$ cat src/rtl/srd_pkg.sv
package srd_pkg;
  typedef enum logic [1:0] {
    ST_RSTWAIT = 2'd0,
    ST_RUN     = 2'd1,
    ST_HALT    = 2'd2,
    ST_WARM    = 2'd3
  } seq_state_t;
endpackage

$ cat src/rtl/srd_delay_cnt.sv
module srd_delay_cnt #(
  parameter int LONG_DLY  = 4096,
  parameter int SHORT_DLY = 32,
  localparam int CW = $clog2(LONG_DLY)
) (
  input  logic clk,
  input  logic por,
  input  logic load,
  input  logic sel_short,
  output logic done
);
  localparam logic [CW-1:0] LONG_LD  = CW'(LONG_DLY - 1);
  localparam logic [CW-1:0] SHORT_LD = CW'(SHORT_DLY - 1);

  logic [CW-1:0] cnt_q;

  always_ff @(posedge clk or posedge por) begin
    if (por)            cnt_q <= LONG_LD;
    else if (load)      cnt_q <= sel_short ? SHORT_LD : LONG_LD;
    else if (cnt_q != '0) cnt_q <= cnt_q - 1'b1;
  end

  assign done = (cnt_q == '0);
endmodule

$ cat src/rtl/srd_fsm.sv
module srd_fsm
  import srd_pkg::*;
(
  input  logic       clk,
  input  logic       por,
  input  logic       lvr,
  input  logic       wake,
  input  logic       stop_req,
  input  logic       stop_en,
  input  logic       short_cfg,
  input  logic       done,
  output seq_state_t state,
  output logic       load,
  output logic       ld_short,
  output logic       illegal_q
);
  seq_state_t nxt;
  logic       ill_d;

  always_comb begin
    nxt      = state;
    load     = 1'b0;
    ld_short = 1'b0;
    if (lvr) begin
      nxt  = ST_RSTWAIT;
      load = 1'b1;
    end else begin
      unique case (state)
        ST_RSTWAIT: if (done) nxt = ST_RUN;
        ST_RUN:     if (stop_req && stop_en) nxt = ST_HALT;
        ST_HALT: if (wake) begin
          nxt      = ST_WARM;
          load     = 1'b1;
          ld_short = short_cfg;
        end
        ST_WARM:    if (done) nxt = ST_RUN;
        default:    nxt = ST_RSTWAIT;
      endcase
    end
  end

  assign ill_d = !lvr && (state == ST_RUN) && stop_req && !stop_en;

  always_ff @(posedge clk or posedge por) begin
    if (por) begin
      state     <= ST_RSTWAIT;
      illegal_q <= 1'b0;
    end else begin
      state     <= nxt;
      illegal_q <= ill_d;
    end
  end
endmodule

$ cat src/rtl/srd_vsel_reg.sv
module srd_vsel_reg (
  input  logic clk,
  input  logic por,
  input  logic wr,
  input  logic d,
  output logic q
);
  always_ff @(posedge clk or posedge por) begin
    if (por)     q <= 1'b0;
    else if (wr) q <= d;
  end
endmodule

$ cat src/rtl/stop_wake_seq.sv
module stop_wake_seq
  import srd_pkg::*;
#(
  parameter int LONG_DLY  = 4096,
  parameter int SHORT_DLY = 32
) (
  input  logic       clk,
  input  logic       por,
  input  logic       lvr,
  input  logic       wake,
  input  logic       stop_req,
  input  logic       cfg_stop_en,
  input  logic       cfg_short_rec,
  input  logic       cfg_osc_in_stop,
  input  logic [1:0] clk_src,
  input  logic       vsel_wr,
  input  logic       vsel_d,
  output logic       run_en,
  output logic       osc_en,
  output logic       illegal_op,
  output logic       vsel
);
  seq_state_t state;
  logic       load, ld_short, done;
  logic       osc_gateable;

  srd_fsm u_fsm (
    .clk       (clk),
    .por       (por),
    .lvr       (lvr),
    .wake      (wake),
    .stop_req  (stop_req),
    .stop_en   (cfg_stop_en),
    .short_cfg (cfg_short_rec),
    .done      (done),
    .state     (state),
    .load      (load),
    .ld_short  (ld_short),
    .illegal_q (illegal_op)
  );

  srd_delay_cnt #(
    .LONG_DLY  (LONG_DLY),
    .SHORT_DLY (SHORT_DLY)
  ) u_cnt (
    .clk       (clk),
    .por       (por),
    .load      (load),
    .sel_short (ld_short),
    .done      (done)
  );

  srd_vsel_reg u_vsel (
    .clk (clk),
    .por (por),
    .wr  (vsel_wr),
    .d   (vsel_d),
    .q   (vsel)
  );

  assign osc_gateable = !clk_src[1] && !cfg_osc_in_stop;
  assign run_en       = (state == ST_RUN);
  assign osc_en       = !((state == ST_HALT) && osc_gateable);
endmodule

$ cat config.mk
export PLATFORM = sky130hd
export DESIGN_NAME = stop_wake_seq
export DESIGN_NICKNAME = d
export VERILOG_FILES = /design/src/rtl/srd_pkg.sv /design/src/rtl/srd_delay_cnt.sv /design/src/rtl/srd_fsm.sv /design/src/rtl/srd_vsel_reg.sv /design/src/rtl/stop_wake_seq.sv
export SDC_FILE = /design/constraint.sdc
export NUM_CORES = 1
export LEC_CHECK = 0
export BUFFER_PORTS_ARGS = -buffer_cell sky130_fd_sc_hd__buf_2
export CORE_MARGIN = 4
export CORE_UTILIZATION = 30
export DETAILED_ROUTE_END_ITERATION = 8
export SLEW_MARGIN = 20
export SYNTH_ARGS = -nofsm -noshare
export SYNTH_HDL_FRONTEND = slang
export SYNTH_SLANG_ARGS = --single-unit
$ cat constraint.sdc
create_clock -name clk -period 2.28 [get_ports clk]
set_input_delay 0.228 -clock clk [delete_from_list [all_inputs] [get_ports clk]]
set_output_delay 0.228 -clock clk [all_outputs]
set_load 0.03 [all_outputs]
==> impl_metrics.yaml <==
critical_path:
  crit_chain: "nor4_4 > nand4_2 > a21o_1 > a211oi_1"
  worstPathArrival_ns: 1.94
  rr_worst_depth: 4
  worst-setup-path-type: "flip-flop to flip-flop"
  critPathMaxFanout: 12
  r2r-start: "u_cnt.cnt_q[5]"
  timing.rr.end: "u_fsm.state[0]"
  crit_path_start_kind: "flip-flop"
  crit_path_top_delay_cell: "dfstp_2"
  r2r_slack_ns: 0.53
  required_ns: 2.48
  critPathLaunch: "u_cnt.cnt_q[5]"
  cp-endpoint: "u_fsm.state[0]"
  end_kind: "flip-flop"
  slowest_delay_ns: 0.42
floorplan:
  core_um2: 3028
  fp.dieH_um: 64.12
  num_io_pins: 16
  fp.dieW_um: 64.12
  start_util_pct: 31.20
  fp-row-count: 20
  die_area_um2: 4111
cts:
  cts_hold_buf: 0
  clock_latency_ns: 0.29
  cts_sinks: 16
  post_cts_resized: 0
  cts_max_level: 1
  clk_pin_slew_ns: 0.09
  post_cts_buffers: 0
  clk_path_buf_depth: 2
  root_buffer: "clkbuf_4"
  cts_tree: "built"
  cts_buffers: 3
placement:
  place_area_um2: 1066
  portBuffers: 14
  post-place-ws_ns: 0.5228
  place.gp.congestion: 0.7116
  dp_hpwl_mm: 1.309
synth:
  syn_inst: 93
  synth_area_leaders: "dfstp_2 (33%), dfrtp_1 (11%), ha_1 (6.6%)"
  synth-simple-area-share_pct: 22.12
  synth_mux_area_share_pct: 1.192
  synth_most_common_cell: "dfstp_2"
  yosys_warnings: 0
  synth_top_family_by_area: "simple AND/OR/NAND/NOR gates"
  avgSynthCellArea_um2: 10.16
  synthArstFlopShare_pct: 100.0
  ys_ff_latch: 16
  yosys.area_share.adder_pct: 6.623
  synth_cell_type_count: 34
  synth-xor-area-share_pct: 7.417
  syn-num-nets: 110
  synth_area_leader_cell: "dfstp_2"
  synth-compound-area-share_pct: 13.51
  synth_edf_count: 0
  synth.cell_area_um2: 944.7
  synthTopCellsByCount: "dfstp_2 (12), a21oi_1 (10), inv_1 (10)"
  seq_area_frac_synth_pct: 43.97
  synth_top_area_share_pct: 33.38
  synth-main-ff-cell: "dfstp_2"
finish:
  syn_to_final_growth_pct: 16.69
  nets: 129
  finish.utilization_pct: 36.41
  stdcell_area_um2: 1102
  area.sequential_um2: 415.4
  antenna_cells: 0
  drive_gt1_share_pct: 36.04
  multi_input_area_um2: 480.5
  fillCellCount: 315
sta:
  fmax_mhz: 572.7
  rsz0062_at_grt: "no"
  hold_viol: 4
  holdWs_ns: -0.008166
  finalSetupViolCount: 0
  fin_crit_sh_pct: 76.58
  slew_headroom_pct: 54.52
  final_max_slew_viol_count: 0
  tightestPinTransition_ns: 0.6791
  post-route-min-period_ns: 1.746
  finClkSkew_ns: 0.002933
  tns_ns: 0
  timing.final.ws_setup_ns: 0.5340
global_route:
  grt_pass1_vias: 704
  track_usage_pct: 9.587
  grt_pass1_wl_mm: 3.036
  antenna_found_initial: 0
  grt-ovfl-total: 0
  grt_max_degree: 17
drt:
  met1_length_um: 782
  top_layer: "met4"
  dr.pass1.iters: 4
  wl_met2_um: 855
  vias_per_cell: 4.535
  ant_nets: 0
  drt_drc_violations_left: 0
  via_count: 703
  wl_met3_um: 67
  wirelength_mm: 1.732
  first_iter_violations: 50
  wl_per_cell_um: 11.17
power:
  peakVddDrop_v: 0.0002225
  powerDensity_nw_per_um2: 483.5
  p_leak_nw: 0.4696
job:
  cap_violations: 0
hold_path:
  min_path_type: "primary input to asynchronous set/reset pin"
outcome:
  violations: "negative hold slack"
  status: "finished, violations left"
==> worst min path at each step <==
stage / from / to
2_1_floorplan: por / u_fsm.illegal_q
3_3_place_gp: por / u_vsel.q
3_5_place_dp: por / u_vsel.q
4_1_cts: por / u_vsel.q
5_1_grt: por / u_vsel.q
6_report: por / u_fsm.illegal_q
==> registers in the layout (all words and copies together) (netlist names) <==
signal,cells
u_cnt.cnt_q,12
u_fsm.illegal_q,1
u_fsm.state,2
u_vsel.q,1
==> power breakdown <==
part           internal [mW]  switching, mW  total (mW)
sequential             0.294        0.00529       0.299
combinational         0.0179         0.0272      0.0451
clock                 0.0973         0.0914       0.189
total                  0.409          0.124       0.533
==> cell families after synthesis <==
| family | after synthesis |
|---|---|
| adders and majority gates | 5 |
| xor gates and xnor gates | 8 |
| muxes | 1 |
| buffers and inverters | 11 |
| DFF | 16 |
| AOI/OAI and AO/OA | 21 |
| and+or+nand+nor | 31 |
==> metrics by stage <==
stage,power (mW),instances
final,0.5330,155
after global routing,0.5651,155
after CTS,0.5417,155
after detailed placement,0.3496,151
after global placement,0.3480,151
after floorplan,0.3304,93
==> metal layers <==
layer / vias up / GRT usage [%]
met1: 333 / 10.91
met4: 0 / 3.958
met2: 9 / 16.00
li1: 357 / -
met5: - / 0
met3: 4 / 3.691
==> critical path: cells and delay by family (launching register included) <==
| family | cells | cell delay (ns) |
|---|---|---|
| and+or+nand+nor | 2 | 0.72 |
| AOI/OAI and AO/OA | 2 | 0.51 |
| DFF | 1 | 0.42 |
==> layout make-up <==
class | instances | area share (%)
repair buffers | 15 | 7.037
flip-flops and latches | 16 | 37.68
well taps | 44 | 4.994
inverters | 10 | 3.405
clock buffers | 4 | 3.292
multi-input cells | 66 | 43.59
==> cells in the final DEF (no fill, tap or decap), drive strengths merged <==
cell	count
nor3	2
nor2	6
a211oi	2
dfrtp	4
nor3b	1
nor2b	1
nor4	2
a21oi	11
a21o	1
nor4bb	1
nand2	6
and3	2
buf	15
o211ai	1
nand2b	2
nand4	2
dfstp	12
ha	5
inv	10
clkbuf	4
nand4b	1
xor2	4
a31oi	1
a22o	1
xnor2	4
mux2	1
or4b	1
nand3	4
o21ai	4
No activity file was read; power rests on OpenSTA's default activity.
